File: src/rtl/ldq_pkg.sv
package ldq_pkg;

  typedef enum logic {WALK_FWD, WALK_BWD} walk_dir_e;

  // distance travelled forward from from_idx to to_idx on a ring of depth
  function automatic int fwd_dist(int from_idx, int to_idx, int depth);
    return (to_idx >= from_idx) ? (to_idx - from_idx) : (to_idx + depth - from_idx);
  endfunction

  // single-wrap correction, valid for raw in [-depth, 2*depth)
  function automatic int wrap_idx(int raw, int depth);
    if (raw >= depth) return raw - depth;
    if (raw < 0) return raw + depth;
    return raw;
  endfunction

endpackage

File: src/rtl/ldq_match_vec.sv
module ldq_match_vec #(
  parameter int DEPTH = 8,
  parameter int TAG_W = 24
) (
  input  logic [DEPTH-1:0][TAG_W-1:0] ent_tag_i,
  input  logic [DEPTH-1:0]            ent_tag_vld_i,
  input  logic [DEPTH-1:0]            window_i,
  input  logic [TAG_W-1:0]            st_tag_i,
  output logic [DEPTH-1:0]            hit_o
);

  for (genvar g = 0; g < DEPTH; g++) begin : g_ent
    assign hit_o[g] = window_i[g] & ent_tag_vld_i[g] & (ent_tag_i[g] == st_tag_i);
  end

endmodule

File: src/rtl/ldq_first_pick.sv
module ldq_first_pick #(
  parameter  int DEPTH = 8,
  localparam int IDX_W = $clog2(DEPTH)
) (
  input  logic [DEPTH-1:0] hit_i,
  input  logic [IDX_W-1:0] start_i,
  output logic             found_o,
  output logic [IDX_W-1:0] idx_o
);

  // nearest hit walking forward from start_i
  always_comb begin
    found_o = 1'b0;
    idx_o   = '0;
    for (int k = 0; k < DEPTH; k++) begin
      int p;
      p = ldq_pkg::wrap_idx(int'(start_i) + k, DEPTH);
      if (!found_o && hit_i[p]) begin
        found_o = 1'b1;
        idx_o   = IDX_W'(p);
      end
    end
  end

endmodule

File: src/rtl/ldq_run_len.sv
module ldq_run_len #(
  parameter  int                DEPTH = 8,
  parameter  ldq_pkg::walk_dir_e DIR  = ldq_pkg::WALK_FWD,
  localparam int                IDX_W = $clog2(DEPTH),
  localparam int                CNT_W = $clog2(DEPTH + 1)
) (
  input  logic [DEPTH-1:0] cond_i,
  input  logic [IDX_W-1:0] base_i,
  input  logic [CNT_W-1:0] count_i,
  output logic [CNT_W-1:0] run_o
);

  localparam int STEP = (DIR == ldq_pkg::WALK_FWD) ? 1 : -1;

  // length of the unbroken run of live entries satisfying cond_i from base_i
  always_comb begin
    logic open_run;
    open_run = 1'b1;
    run_o    = '0;
    for (int k = 0; k < DEPTH; k++) begin
      int p;
      p = ldq_pkg::wrap_idx(int'(base_i) + STEP * k, DEPTH);
      if (open_run && (k < int'(count_i)) && cond_i[p]) run_o = run_o + CNT_W'(1);
      else open_run = 1'b0;
    end
  end

endmodule

File: src/rtl/ldq_order_check.sv
module ldq_order_check #(
  parameter  int DEPTH     = 8,
  parameter  int SQ_DEPTH  = 8,
  parameter  int SEQ_W     = 16,
  parameter  int ADDR_W    = 32,
  parameter  int GRAN_BITS = 8,
  localparam int IDX_W     = $clog2(DEPTH),
  localparam int CNT_W     = $clog2(DEPTH + 1),
  localparam int SQ_IDX_W  = $clog2(SQ_DEPTH),
  localparam int SQ_CNT_W  = $clog2(SQ_DEPTH + 1),
  localparam int FREE_W    = (CNT_W > SQ_CNT_W) ? CNT_W : SQ_CNT_W
) (
  input  logic                clk_i,
  input  logic                rst_ni,
  input  logic                alloc_valid_i,
  input  logic [SEQ_W-1:0]    alloc_seq_i,
  output logic                alloc_ready_o,
  output logic [IDX_W-1:0]    alloc_idx_o,
  output logic [SQ_IDX_W:0]   alloc_sq_pos_o,
  input  logic [SQ_IDX_W-1:0] sq_tail_i,
  input  logic [SQ_CNT_W-1:0] sq_count_i,
  input  logic                addr_valid_i,
  input  logic [IDX_W-1:0]    addr_idx_i,
  input  logic [ADDR_W-1:0]   addr_i,
  input  logic                chk_valid_i,
  input  logic [IDX_W-1:0]    chk_lq_pos_i,
  input  logic [ADDR_W-1:0]   chk_addr_i,
  output logic                chk_fault_o,
  output logic                viol_valid_o,
  output logic [IDX_W-1:0]    viol_idx_o,
  output logic [SEQ_W-1:0]    viol_seq_o,
  input  logic                viol_read_i,
  input  logic                commit_valid_i,
  input  logic [SEQ_W-1:0]    commit_seq_i,
  input  logic                squash_valid_i,
  input  logic [SEQ_W-1:0]    squash_seq_i,
  output logic [FREE_W-1:0]   free_o
);

  localparam int TAG_W = ADDR_W - GRAN_BITS;

  // entry state
  logic [DEPTH-1:0][SEQ_W-1:0] seq_q;
  logic [DEPTH-1:0][TAG_W-1:0] tag_q;
  logic [DEPTH-1:0]            tag_vld_q;
  logic [IDX_W-1:0]            head_q, tail_q;
  logic [CNT_W-1:0]            cnt_q;

  // violator holding register
  logic                        viol_valid_q;
  logic [IDX_W-1:0]            viol_idx_q;
  logic [SEQ_W-1:0]            viol_seq_q;
  logic                        fault_q;

  logic unused_addr_low;
  assign unused_addr_low = ^{addr_i[GRAN_BITS-1:0], chk_addr_i[GRAN_BITS-1:0]};

  // per-entry qualifiers
  logic [DEPTH-1:0] live, window, commit_ok, squash_ok;
  int               chk_span;
  assign chk_span = ldq_pkg::fwd_dist(int'(chk_lq_pos_i), int'(tail_q), DEPTH);

  for (genvar g = 0; g < DEPTH; g++) begin : g_qual
    assign live[g]      = ldq_pkg::fwd_dist(int'(head_q), g, DEPTH) < int'(cnt_q);
    assign window[g]    = live[g] && (ldq_pkg::fwd_dist(int'(chk_lq_pos_i), g, DEPTH) < chk_span);
    assign commit_ok[g] = seq_q[g] <= commit_seq_i;
    assign squash_ok[g] = seq_q[g] > squash_seq_i;
  end

  // store check
  logic [DEPTH-1:0] hit;
  logic             pick_found;
  logic [IDX_W-1:0] pick_idx;
  logic             do_chk;

  ldq_match_vec #(.DEPTH(DEPTH), .TAG_W(TAG_W)) u_match (
    .ent_tag_i     (tag_q),
    .ent_tag_vld_i (tag_vld_q),
    .window_i      (window),
    .st_tag_i      (chk_addr_i[ADDR_W-1:GRAN_BITS]),
    .hit_o         (hit)
  );

  ldq_first_pick #(.DEPTH(DEPTH)) u_pick (
    .hit_i   (hit),
    .start_i (chk_lq_pos_i),
    .found_o (pick_found),
    .idx_o   (pick_idx)
  );

  assign do_chk = chk_valid_i && !viol_valid_q;

  // retire run lengths
  logic [IDX_W-1:0] squash_base;
  logic [CNT_W-1:0] cm_run, sq_run, sq_n, cm_n, remain;

  assign squash_base = IDX_W'(ldq_pkg::wrap_idx(int'(tail_q) - 1, DEPTH));

  ldq_run_len #(.DEPTH(DEPTH), .DIR(ldq_pkg::WALK_FWD)) u_run_commit (
    .cond_i  (commit_ok),
    .base_i  (head_q),
    .count_i (cnt_q),
    .run_o   (cm_run)
  );

  ldq_run_len #(.DEPTH(DEPTH), .DIR(ldq_pkg::WALK_BWD)) u_run_squash (
    .cond_i  (squash_ok),
    .base_i  (squash_base),
    .count_i (cnt_q),
    .run_o   (sq_run)
  );

  // squash and commit in one cycle never free the same entry
  always_comb begin
    sq_n   = squash_valid_i ? sq_run : '0;
    remain = cnt_q - sq_n;
    cm_n   = '0;
    if (commit_valid_i) cm_n = (cm_run < remain) ? cm_run : remain;
  end

  // allocation
  logic do_alloc;
  assign alloc_ready_o  = (cnt_q != CNT_W'(DEPTH - 1)) && !squash_valid_i;
  assign do_alloc       = alloc_valid_i && alloc_ready_o;
  assign alloc_idx_o    = tail_q;
  assign alloc_sq_pos_o = (sq_count_i == '0) ? '1 : {1'b0, sq_tail_i};

  // pointer next state
  logic [IDX_W-1:0] head_d, tail_d;
  logic [CNT_W-1:0] cnt_d;

  always_comb begin
    head_d = IDX_W'(ldq_pkg::wrap_idx(int'(head_q) + int'(cm_n), DEPTH));
    tail_d = IDX_W'(ldq_pkg::wrap_idx(int'(tail_q) - int'(sq_n) + (do_alloc ? 1 : 0), DEPTH));
    cnt_d  = cnt_q - sq_n - cm_n + CNT_W'(do_alloc);
  end

  always_ff @(posedge clk_i or negedge rst_ni) begin
    if (!rst_ni) begin
      head_q <= '0;
      tail_q <= '0;
      cnt_q  <= '0;
    end else begin
      head_q <= head_d;
      tail_q <= tail_d;
      cnt_q  <= cnt_d;
    end
  end

  // entry writes; allocation wins over an address update to the same slot
  always_ff @(posedge clk_i or negedge rst_ni) begin
    if (!rst_ni) begin
      seq_q     <= '0;
      tag_q     <= '0;
      tag_vld_q <= '0;
    end else begin
      if (addr_valid_i) begin
        tag_q[addr_idx_i]     <= addr_i[ADDR_W-1:GRAN_BITS];
        tag_vld_q[addr_idx_i] <= 1'b1;
      end
      if (do_alloc) begin
        seq_q[tail_q]     <= alloc_seq_i;
        tag_vld_q[tail_q] <= 1'b0;
      end
    end
  end

  always_ff @(posedge clk_i or negedge rst_ni) begin
    if (!rst_ni) begin
      viol_valid_q <= 1'b0;
      viol_idx_q   <= '0;
      viol_seq_q   <= '0;
      fault_q      <= 1'b0;
    end else begin
      if (viol_read_i) viol_valid_q <= 1'b0;
      if (do_chk && pick_found) begin
        viol_valid_q <= 1'b1;
        viol_idx_q   <= pick_idx;
        viol_seq_q   <= seq_q[pick_idx];
      end
      fault_q <= do_chk && pick_found;
    end
  end

  assign chk_fault_o  = fault_q;
  assign viol_valid_o = viol_valid_q;
  assign viol_idx_o   = viol_idx_q;
  assign viol_seq_o   = viol_seq_q;

  // free slots, one held back on each queue
  logic [FREE_W-1:0] lq_free, sq_free, min_free;
  always_comb begin
    lq_free  = FREE_W'(CNT_W'(DEPTH) - cnt_q);
    sq_free  = FREE_W'(SQ_CNT_W'(SQ_DEPTH) - sq_count_i);
    min_free = (lq_free < sq_free) ? lq_free : sq_free;
    free_o   = (min_free == '0) ? '0 : min_free - FREE_W'(1);
  end

endmodule

File: config.mk
export PLATFORM = sky130hd
export DESIGN_NAME = ldq_order_check
export DESIGN_NICKNAME = d
export VERILOG_FILES = /design/src/rtl/ldq_pkg.sv /design/src/rtl/ldq_match_vec.sv /design/src/rtl/ldq_first_pick.sv /design/src/rtl/ldq_run_len.sv /design/src/rtl/ldq_order_check.sv
export SDC_FILE = /design/constraint.sdc
export NUM_CORES = 1
export LEC_CHECK = 0
export BUFFER_PORTS_ARGS = -buffer_cell sky130_fd_sc_hd__buf_2
export CORE_UTILIZATION = 60
export DETAILED_ROUTE_END_ITERATION = 16
export GPL_TIMING_DRIVEN = 0
export PLACE_DENSITY = 0.82
export SLEW_MARGIN = 25
export SYNTH_ARGS = -nofsm -noshare
export SYNTH_HDL_FRONTEND = slang
export SYNTH_HIERARCHICAL = 1
export SYNTH_SLANG_ARGS = --single-unit
File: constraint.sdc
create_clock -name clk_i -period 11.7 [get_ports clk_i]
set_clock_uncertainty 0.1 [all_clocks]
set_input_delay 1.755 -clock clk_i [delete_from_list [all_inputs] [get_ports clk_i]]
set_output_delay 1.755 -clock clk_i [all_outputs]
set_load 0.05 [all_outputs]
==> impl_metrics.yaml <==
worst_setup_path:
  timing.rr.end: "cnt_q[3]"
  cp_top_family: "simple AND/OR/NAND/NOR gates"
  critPathKind: "in2reg"
  worstRegToRegCells: 44
  cpMostUsedCell: "ha_1"
  critPathRequiredTime_ns: 12.11
  slowest_stage: "or4b_2"
  rrSetupSlack_ns: 1.00
  critical_path_peak_fanout: 8
  worstSetupEndpoint: "cnt_q[3]"
  critPathArrivalTime_ns: 11.69
  start_kind: "primary input"
  critical_path.max_stage_delay_ns: 0.68
  worstSetupStartpoint: "squash_seq_i[15]"
  path_depth: 44
  cp_num_buf_inv: 3
  crit_path_end_kind: "flip-flop"
  r2r_start: "alloc_idx_o[1]"
final_layout:
  antenna_cells: 0
  nFillCells: 3326
  nets: 3243
  drive_gt1_frac: 0.270
  area_growth_pct: 10.3
place:
  gp_congestion: 0.980
  port-buffer-count: 121
  hpwl_um: 61000
timing:
  setup_viol_count_final: 0
  tightest_slew_ns: 1.05
  fmaxAchievable_mhz: 88.7
  timing.final.crit_share: 0.964
  maxSlewViolCount: 0
  whs_ns: 0.375
  report.final.hold_viol_count: 0
  final.setup.tns_ns: 0
  fin_crit_ns: 11.28
  slew_headroom: 0.294
job:
  maxCapViolations: 0
power:
  irDropWorstVdd_mv: 0.230
  power_density_mw_per_mm2: 298
  power_leakage_uw: 0.0148
  finalPower_uw: 9380
die:
  start_util: 0.611
  ios: 166
  rows: 79
  core_area_mm2: 0.0468
  die_area_mm2: 0.0485
  die-width_um: 220
  chipHeight_um: 220
global_routing:
  grt_pass1_vias: 22600
  grt_use_met1: 0.451
  grt_max_degree: 99
  grt_pass1_wl_um: 127000
  top_usage_layer: "met2"
  grt_overflow_total: 0
  grt_use_met2: 0.546
  grt_antenna_before_repair: 0
  grt_use_met3: 0.0550
  track_usage: 0.340
clock_network:
  clockBufferDepth: 3
  root_buffer: "clkbuf_16"
  clk_latency_ns: 0.60
  htree_levels: 2
  clkTransAtPathRegs_ns: 0.07
  cts_num_sinks: 359
  cts_tree: "built"
  cts_hold_buffers: 0
  cts_made_buffers: 39
detailed_routing:
  routedWlPerCell_um: 24.1
  vias: 22000
  drc: 1
  first_pass_iters: 14
  ant_nets: 0
  wirelength_um: 80900
  drt_iter0_markers: 2079
  viasPerCell: 6.56
yosys:
  synth_edf_count: 0
  ys_types: 114
  seq_area_frac_synth: 0.314
  yosysWarnings: 6
  synth_cells: 2547
  avgSynthCellArea_um2: 11.2
  synth_ff_type: "dfrtp_1"
  netlist_area_mm2: 0.0286
  async_flop_share: 1.00
  ys_ff_latch: 359
run_status:
  status: "finished, violations left"
  violations: "design-rule violations"
worst_hold_path:
  hp-class: "reg2reg"
## metrics by stage
step / cells / worst slack (ns) / instance area, um2 / utilization
detailed placement: 3282 / -0.643 / 30100 / 0.643
floorplan: 2550 / 1.32 / 28600 / -
global placement: 3278 / -0.323 / 29900 / 0.640
CTS: 3353 / 0.0314 / 31400 / 0.672
global route: 3359 / -0.0273 / 31500 / 0.674
finish: 3359 / 0.423 / 31500 / 0.674
## metal layers
layer | vias up | wire [um] | part of all wire
met2 | 966 | 37600 | 0.46
li1 | 9796 | - | -
met4 | 0 | 3880 | 0.048
met5 | - | 0 | 0
met1 | 11000 | 33300 | 0.41
met3 | 242 | 6170 | 0.076
## synthesized netlist by cell type, drive strengths merged (3+ instances only)
| master | number | share of area |
|---|---|---|
| nor2b | 43 | 0.0095 |
| a21oi | 126 | 0.022 |
| o31ai | 18 | 0.0047 |
| or4 | 5 | 0.0014 |
| dfrtp | 359 | 0.31 |
| o211ai | 18 | 0.0047 |
| nor3 | 28 | 0.0070 |
| mux2 | 337 | 0.14 |
| and2b | 4 | 0.0011 |
| o311a | 3 | 0.0011 |
| xnor2 | 98 | 0.031 |
| o221ai | 3 | 0.0011 |
| nand2 | 84 | 0.011 |
| fa | 7 | 0.0049 |
| nor2 | 80 | 0.011 |
| nand4b | 3 | 0.00092 |
| ha | 381 | 0.17 |
| o21a | 11 | 0.0029 |
| clkbuf | 21 | 0.0035 |
| o21ai | 50 | 0.0089 |
| a22o | 9 | 0.0028 |
| a2bb2oi | 6 | 0.0018 |
| nand4 | 92 | 0.020 |
| nor3b | 7 | 0.0024 |
| nand3 | 45 | 0.0096 |
| mux2i | 52 | 0.019 |
| a21o | 83 | 0.022 |
| a211oi | 23 | 0.0065 |
| inv | 130 | 0.017 |
| clkinv | 4 | 0.00057 |
| nor4 | 52 | 0.015 |
| a31oi | 5 | 0.0011 |
| a221oi | 4 | 0.0012 |
| or2 | 7 | 0.0015 |
| o311ai | 3 | 0.00092 |
| buf | 69 | 0.020 |
| xor2 | 132 | 0.040 |
| and3 | 11 | 0.0027 |
| and2 | 9 | 0.0021 |
| nor4b | 3 | 0.00092 |
| mux4 | 59 | 0.047 |
| nand2b | 13 | 0.0028 |
| a21boi | 4 | 0.0011 |
| a2111oi | 4 | 0.0012 |
| a22oi | 4 | 0.0011 |
## layout by cell type (no fill, tap or decap), drive strengths merged, types with 13 or more instances in the layout
master,instances
nor2b,43
o211ai,18
nor3,28
mux4,59
o21ai,50
mux2,337
nand2,84
nor4,52
o31ai,18
clkinv,15
a21oi,126
ha,381
xor2,132
dfrtp,359
nand3,45
buf,200
clkbuf,73
nor2,80
mux2i,52
inv,131
a21o,83
nand2b,13
xnor2,98
a211oi,23
nand4,92
## how the worst min path moves through the flow
stage / to / depth (start not counted) / from / slack, ns
4_1_cts: viol_seq_o[12] / 2 / viol_seq_o[12] / 0.38
5_1_grt: viol_seq_o[3] / 2 / viol_seq_o[3] / 0.41
3_3_place_gp: viol_seq_o[9] / 2 / viol_seq_o[9] / 0.36
3_5_place_dp: viol_seq_o[12] / 2 / viol_seq_o[12] / 0.37
6_report: viol_seq_o[10] / 2 / viol_seq_o[10] / 0.37
2_1_floorplan: tag_vld_q[1] / 1 / tag_vld_q[1] / 0.36
## cell families (layout without fill, tap and decap cells)
kind of cell | count (synthesis) | after routing | share of synthesized area
buffers and inverters | 226 | 428 | 0.0415
and+or+nand+nor | 497 | 497 | 0.103
muxes | 448 | 448 | 0.204
AOI/OAI and AO/OA | 398 | 398 | 0.0931
DFF | 359 | 359 | 0.314
xor gates and xnor gates | 230 | 230 | 0.0714
other | 1 | 4 | 0.000131
adders and majority gates | 388 | 388 | 0.172
## area by class of cell
cell class,count,area (um2),area share
Multi-Input combinational cell,1965,18500,0.586
Sequential cell,359,8980,0.285
Clock buffer,52,1090,0.0347
Timing Repair Buffer,131,771,0.0245
Tap cell,607,759,0.0241
Buffer,92,682,0.0216
Inverter,134,508,0.0161
Clock inverter,19,246,0.00782
## flip-flops by register name, indices dropped and copies added (netlist names)
register and flops:
viol_idx_o 3, tag_vld_q 8, alloc_idx_o 3, chk_fault_o 1
seq_q 128, cnt_q 4, viol_seq_o 16, viol_valid_o 1
tag_q 192, head_q 3
## worst reg2reg max path, delay by kind of cell (launching register included)
kind	cells	cell delay, ns
flops	1	0.55
buf+inv	6	1.19
mux	4	0.99
xor+xnor	4	0.73
compound gates	8	1.70
simple gates	12	2.41
fa+ha+maj	10	2.97
## timing repair
| item | in CTS | in global routing |
|---|---|---|
| pin swaps | 0 | 7 |
| setup endpoints to repair | 1 | 5 |
| resized for setup | 2 | 13 |
| endpoints found under the hold margin | 0 | 0 |
| buffers inserted | 0 | 6 |
## where the power goes
part           switching [uW]  total, uW  leakage [uW]  internal (uW)
Clock                     563       1300      0.000653            737
Sequential                516       2200       0.00436           1690
Combinational            3220       5870       0.00983           2650
Note: power is estimated with default switching activity, not from simulation.
